`config.mk`:
```
export PLATFORM = sky130hd
export DESIGN_NAME = crb_bridge
export DESIGN_NICKNAME = d
export VERILOG_FILES = /design/src/rtl/crb_pkg.sv /design/src/rtl/crb_decode.sv /design/src/rtl/crb_watch.sv /design/src/rtl/crb_bridge.sv
export SDC_FILE = /design/constraint.sdc
export NUM_CORES = 1
export LEC_CHECK = 0
export BUFFER_PORTS_ARGS = -buffer_cell sky130_fd_sc_hd__buf_2
export CORE_MARGIN = 4
export CORE_UTILIZATION = 46
export CTS_CLUSTER_DIAMETER = 200
export CTS_CLUSTER_SIZE = 25
export DETAILED_ROUTE_END_ITERATION = 16
export PLACE_DENSITY = 0.79
export SLEW_MARGIN = 20
export SYNTH_ARGS = -nofsm -noshare
export SYNTH_HDL_FRONTEND = slang
export SYNTH_SLANG_ARGS = --single-unit
```
`constraint.sdc`:
```
create_clock -name clk -period 2.07 [get_ports clk]
set_clock_uncertainty 0.15 [all_clocks]
set_input_delay 0.3105 -clock clk [delete_from_list [all_inputs] [get_ports clk]]
set_output_delay 0.3105 -clock clk [all_outputs]
set_load 0.01 [all_outputs]
```
`src/rtl/crb_pkg.sv`:
```
package crb_pkg;

    typedef enum logic [1:0] {
        ST_IDLE = 2'd0,
        ST_WAIT = 2'd1,
        ST_FIN  = 2'd2
    } crb_state_e;

    typedef struct packed {
        logic done;
        logic err;
    } crb_resp_t;

    function automatic logic word_aligned(input logic [1:0] lo);
        return lo == 2'b00;
    endfunction

endpackage

```
`src/rtl/crb_decode.sv`:
```
module crb_decode #(
    parameter int ADDR_W    = 32,
    parameter int REG_AW    = 10,
    parameter logic [ADDR_W-1:0] BASE_ADDR = '0
) (
    input  logic [ADDR_W-1:0] addr,
    input  logic              burst,
    output logic              hit,
    output logic              reject,
    output logic [REG_AW-1:0] idx
);
    import crb_pkg::*;

    localparam int WIN_BITS = REG_AW + 2;

    always_comb begin
        hit    = addr[ADDR_W-1:WIN_BITS] == BASE_ADDR[ADDR_W-1:WIN_BITS];
        reject = burst || !word_aligned(addr[1:0]);
        idx    = addr[WIN_BITS-1:2];
    end
endmodule

```
`src/rtl/crb_watch.sv`:
```
module crb_watch #(
    parameter int TIMEOUT = 64
) (
    input  logic clk,
    input  logic rst,
    input  logic run,
    output logic expire
);
    localparam int CW = (TIMEOUT > 2) ? $clog2(TIMEOUT) : 1;
    localparam logic [CW-1:0] LAST = CW'(TIMEOUT - 1);

    logic [CW-1:0] cnt;

    always_ff @(posedge clk) begin
        if (rst || !run) begin
            cnt <= '0;
        end else begin
            cnt <= cnt + 1'b1;
        end
    end

    assign expire = run && (cnt == LAST);
endmodule

```
`src/rtl/crb_bridge.sv`:
```
module crb_bridge #(
    parameter int ADDR_W    = 32,
    parameter int DATA_W    = 32,
    parameter int REG_AW    = 10,
    parameter int TIMEOUT   = 64,
    parameter logic [ADDR_W-1:0] BASE_ADDR = 32'h4000_0000
) (
    input  logic              clk,
    input  logic              rst,
    input  logic              h_req,
    input  logic              h_we,
    input  logic              h_burst,
    input  logic [ADDR_W-1:0] h_addr,
    input  logic [DATA_W-1:0] h_wdata,
    output logic              h_done,
    output logic              h_err,
    output logic [DATA_W-1:0] h_rdata,
    output logic              r_rd,
    output logic              r_wr,
    output logic [REG_AW-1:0] r_addr,
    output logic [DATA_W-1:0] r_wdata,
    input  logic [DATA_W-1:0] r_rdata,
    input  logic              r_ack
);
    import crb_pkg::*;

    crb_state_e        st;
    crb_resp_t         resp;
    logic              hit, reject, expire;
    logic [REG_AW-1:0] idx;

    crb_decode #(
        .ADDR_W(ADDR_W), .REG_AW(REG_AW), .BASE_ADDR(BASE_ADDR)
    ) u_decode (
        .addr(h_addr), .burst(h_burst), .hit(hit), .reject(reject), .idx(idx)
    );

    crb_watch #(.TIMEOUT(TIMEOUT)) u_watch (
        .clk(clk), .rst(rst), .run(st == ST_WAIT), .expire(expire)
    );

    always_ff @(posedge clk) begin
        if (rst) begin
            st      <= ST_IDLE;
            resp    <= '0;
            r_rd    <= 1'b0;
            r_wr    <= 1'b0;
            r_addr  <= '0;
            r_wdata <= '0;
            h_rdata <= '0;
        end else begin
            resp <= '0;
            unique case (st)
                ST_IDLE: begin
                    if (h_req && hit) begin
                        if (reject) begin
                            resp <= '{done: 1'b1, err: 1'b1};
                            st   <= ST_FIN;
                        end else begin
                            r_rd    <= !h_we;
                            r_wr    <= h_we;
                            r_addr  <= idx;
                            r_wdata <= h_wdata;
                            st      <= ST_WAIT;
                        end
                    end
                end
                ST_WAIT: begin
                    if (r_ack) begin
                        if (r_rd) h_rdata <= r_rdata;
                        r_rd <= 1'b0;
                        r_wr <= 1'b0;
                        resp <= '{done: 1'b1, err: 1'b0};
                        st   <= ST_FIN;
                    end else if (expire) begin
                        r_rd <= 1'b0;
                        r_wr <= 1'b0;
                        resp <= '{done: 1'b1, err: 1'b1};
                        st   <= ST_FIN;
                    end
                end
                default: st <= ST_IDLE;
            endcase
        end
    end

    assign h_done = resp.done;
    assign h_err  = resp.err;
endmodule

```
* Word level (Yosys, flattened, before mapping) *
Index checks and enable logic that the tools add are counted.
Widths: inputs -> output; s select.

word-level totals
  register bits after elaboration = 86
  bits of input ports = 102
  output and inout bits = 78
  word-level logic and storage cells = 49

cells by class
  $add $sub $neg = 1
  equal/unequal tests = 6
  muxes and demuxes = 18
  bitwise operators = 1
  reduce and logical (&&, ||, !) cells = 14

operators with widths
  cell                  number
  $eq 20x19->1 const B  1
  $mux 2                8
  $pmux 2 s2            2
  $add 6x1->6 const B   1
  $eq 6x6->1 const B    1
  $mux 1                6
  $reduce_and 3->1      2
  $logic_not 2->1       2
  $ne 2x2->1 const B    2
  $pmux 1 s2            2
  $reduce_and 4->1      1
  $logic_not 1->1       3
  $ne 3x3->1 const B    1
  $eq 2x1->1 const B    1
  $logic_and 1x1->1     2
  $logic_or 1x1->1      2
  $reduce_and 2->1      1
  $reduce_bool 2->1     1
  $not 1->1             1

* Longest topological paths before layout *
  depth after elaboration = 6
  depth in mapped cells = 6
  mapped depth without buffers = 5

* Cells and area by module *
Synthesis repeated with hierarchy kept, for this count alone.

second synthesis, totals
  cells, all modules = 405
  area total of the unflattened synthesis = 3508.4 um^2

modules (own cells, without submodules)
  module      instances  cells an instance  area each (um^2)  seq. area each (um^2)
  crb_bridge  1          361                3130.5            1601.5
  crb_watch   1          25                 231.5             120.1
  crb_decode  1          19                 146.4             0.0

* Worst setup path after synthesis *
No wires, ideal clock.

  kind = input to register
  start point = in h_addr[13]
  end point = reg r_wdata[10]
  setup time = 129 ps
  arrival time = 1329 ps
  required time = 1791 ps
  path slack = 462 ps
  cell stages on the path = 5
  path buffers = 1
  cell sequence = nor4_4 nand4_4 buf_6 o31ai_1 a21oi_1

between the ends
  cells in the longest elaborated chain, start to end = 3

RTL lines
  what                        line              RTL
  start: declaration          crb_bridge.sv:13  input logic [ADDR_W-1:0] h_addr,
  $eq 20x19->1                crb_decode.sv:17  hit = addr[ADDR_W-1:WIN_BITS] == BASE_ADDR[ADDR_W-1:WIN_BITS];
  $logic_and 1x1->1           crb_bridge.sv:55  if (h_req && hit) begin
  $reduce_and 3->1 (no line)  n/a
  end signal: assignment      crb_bridge.sv:63  r_wdata <= h_wdata;
  end: declaration            crb_bridge.sv:21  output logic [DATA_W-1:0] r_wdata,

No other way between the ends.
A chain may end at the register's enable or synchronous reset.

* Final worst setup path *
  start point = reg st[1]
  end point = reg r_addr[3]

between the ends
  cells in the longest elaborated chain, start to end = 2

RTL lines
  what                        line              RTL
  start: declaration          crb_bridge.sv:27  crb_state_e st;
  start signal: assignment    crb_bridge.sv:44  st <= ST_IDLE;
  start signal: assignment    crb_bridge.sv:58  st <= ST_FIN;
  start signal: assignment    crb_bridge.sv:64  st <= ST_WAIT;
  $logic_not 2->1             crb_bridge.sv:53  unique case (st)
  $reduce_and 3->1 (no line)  n/a
  end signal: assignment      crb_bridge.sv:62  r_addr <= idx;
  end: declaration            crb_bridge.sv:20  output logic [REG_AW-1:0] r_addr,

No other way between the ends.

==> summary.txt <==
Power
  – Switch Pwr: 0.693 mW
  – Peak supply drop: 0.000402 V
  – Leakage power: 2.04 nW
  – Reg power frac: 50.5%
  – Logic pwr share: 4.7%
  – Int Pwr: 2.58 mW
  – Clock network power share: 44.7%
  – Sw Ratio: 21.2%
  – Pwr per Cell Area: 671 nW/um2

Clocking
  – Clk_lat worst skew: 330 ps
  – Worst-path clk slew: 90 ps
  – Post-CTS Setup Bufs: 0
  – Clk buf depth: 2
  – Root Buffer: clkbuf_8
  – Num CTS Buffers: 9
  – CTS tree: done
  – Clock sinks: 86
  – H-tree depth: 3
  – Number of cells upsized or downsized after cts: 0
  – Hold Buf Count CTS: 0

Worst hold path
  – Worst hold path type: primary input to flop

Synthesis
  – Syn Area/Cell: 9.14 um2
  – Synthesized area: 3810 um2
  – Yosys top cell by area: dfxtp_1
  – Post-synthesis register bit count: 86
  – Seq/Total Area, Yosys: 45.2%
  – Synth unique cells: 44
  – Post-synthesis cell count: 417
  – Syn nets: 520
  – Yosys Warn Count: 0
  – Leading post-synthesis cells by cell area: dfxtp_1 (45%), a21oi_1 (9.8%), nand4_1 (7.1%)
  – Share of the synthesized area in the top cell type: 45.2%

Floorplan
  – Die X-Extent: 99.0 um
  – Ports: 180
  – Die H: 99.0 um
  – Core Rows: 32
  – Initial Util: 48.3%
  – Core Region: 7890 um2
  – Die area: 9810 um2

Cells and area
  – Layout area overhead: 27.9%
  – Fraction of layout cells with a size suffix above 1: 39.1%
  – Antenna diodes: 0
  – Util after Layout: 61.8%
  – Fin nets: 676

Timing
  – Final setup violation count: 0
  – Unrepaired setup endpoints after global routing: false
  – Final period util: 86.8%
  – Max-slew violations: 0
  – Fin. Hold Viols: 0
  – Slew margin rel.: 40.3%
  – Min Tclk post-route: 1800 ps
  – Slew @ Worst Pin: 895 ps
  – Setup TNS: 0 ps
  – F_max: 0.557 GHz

Global routing
  – Initial antenna violation count: 0
  – Largest net degree at the start of global routing: 79
  – Number of global-route vias before repair: 3549
  – Total track usage: 20.4%
  – Gr ovfl total: 0
  – First-pass GRT wire length: 16800 um

Routing
  – WL per Instance: 15.4 um
  – Total wire length: 10500 um
  – DRT Pass-1 Iters: 5
  – DRT antenna net count: 0
  – DR iter-0 viols: 148
  – Vias: 3720
  – DRC viols: 0
  – Post-DR vias/cell: 5.47

Setup path
  – CP endpoint kind: flop
  – Cell chain of the critical path: or2_2 -> o31ai_1 -> a21oi_1
  – CP max stage cell: or2_2
  – Worst Path Required: 2180 ps
  – CP Class: flop to flop
  – Critical Path AT: 1910 ps
  – Slowest stage delay, CP: 750 ps
  – Worst-path fanout max: 42
  – Setup crit start kind: flop

Placement
  – DP Wirelength: 7230 um
  – IO Port Bufs: 179
  – GP Congestion: 0.774

Job
  – Max cap viols: 0

Run status
  – Status: complete, no violations
[worst max-delay path, delay by kind of cell (launching register included)]
kind,cells,cell delay (ps)
DFF,1,440
and+or+nand+nor,1,750
AOI/OAI and AO/OA,2,370
[power by group through the flow]
stage               clock [mW]  combinational [mW]  sequential [mW]
floorplan                    0              0.0429             1.69
global placement             0               0.153             1.69
detailed placement           0               0.154             1.69
CTS                       1.48               0.155             1.65
global route              1.57               0.170             1.65
finish                    1.46               0.155             1.65
[metal layers]
metal  global-route usage, %  vias up  share of wire [%]
li1                        -     1840                  -
met1                    26.0     1701                 41
met2                    32.8      159                 48
met3                    5.94       20                8.5
met4                    7.56        0                2.0
met5                       0        -                  0
[layout make-up]
class	instances	area [um2]
clock inverters	6	115
fillers	692	3010
flip-flops and latches	86	1720
multi-input cells	286	1730
well taps	102	128
clock buffers	10	138
repair buffers	190	1040
[stage by stage]
stage                     cells  setup slack, ps  power [mW]  hold WS [ps]  area, um2
after floorplan             417              462        1.73           268       3810
after global placement      664              255        1.84           285       4620
after detailed placement    664              181        1.85           293       4620
after CTS                   680              270        3.29          39.0       4880
after global routing        680              148        3.40          26.9       4880
final                       680              273        3.27          50.9       4880
[synthesized netlist by cell type, drive strengths merged]
cell type / n
dfxtp: 86
a21oi: 75
nand2: 70
nand4: 44
o31ai: 44
buf: 27
clkbuf: 13
nor2: 9
nand3: 4
nor4: 4
nor4b: 4
dlygate4sd1: 3
nor3: 3
and3: 2
dlygate4sd3: 2
nand2b: 2
nand4b: 2
nor3b: 2
o211a: 2
o21ai: 2
o32a: 2
or3: 2
xor2: 2
and2: 1
and4: 1
and4b: 1
ha: 1
nand3b: 1
nor2b: 1
o21a: 1
o22ai: 1
o41ai: 1
or2: 1
xnor2: 1
[placed cells by master, fill, tap and decap left out, types with 2 or more instances in the layout]
master and n:
clkbuf_8 10, nor3_1 2, inv_6 2, dfxtp_1 86, nand3_1 3, nand4_1 43, bufinv_16 3, buf_2 179
o32a_1 2, nand2b_1 2, nand4b_1 2, o211a_1 2, o21ai_0 2, buf_12 5, or3_1 2, nor4b_1 2
o31ai_2 11, nor3b_1 2, nor2_1 8, xor2_1 2, a21oi_1 75, and3_1 2, o31ai_1 33, nand2_1 70
nor4_1 2, nor4_4 2, buf_4 6
[registers in the layout, summed over array words and instances, names as in the netlist]
name / flops
h_done: 1
h_err: 1
h_rdata: 32
r_addr: 10
r_rd: 1
r_wdata: 32
r_wr: 1
st: 2
u_watch.cnt: 6
[final timing paths]
path,end,start,slack [ps],cells past startpoint
worst max-delay path,r_addr[3],st[1],270,3
worst max register to register,r_addr[3],st[1],270,3
worst min register to register,h_rdata[14],h_rdata[14],310,2
worst min-delay path,h_rdata[18],r_rdata[18],50,3
[cells by family after synthesis]
logic type,share of synthesized area (%)
adders and majority gates,0.328
DFF,45.2
and+or+nand+nor,22.4
buffers and inverters,9.58
xor gates and xnor gates,0.689
AOI/OAI and AO/OA,21.9
Note: power is estimated with default switching activity, not from simulation.
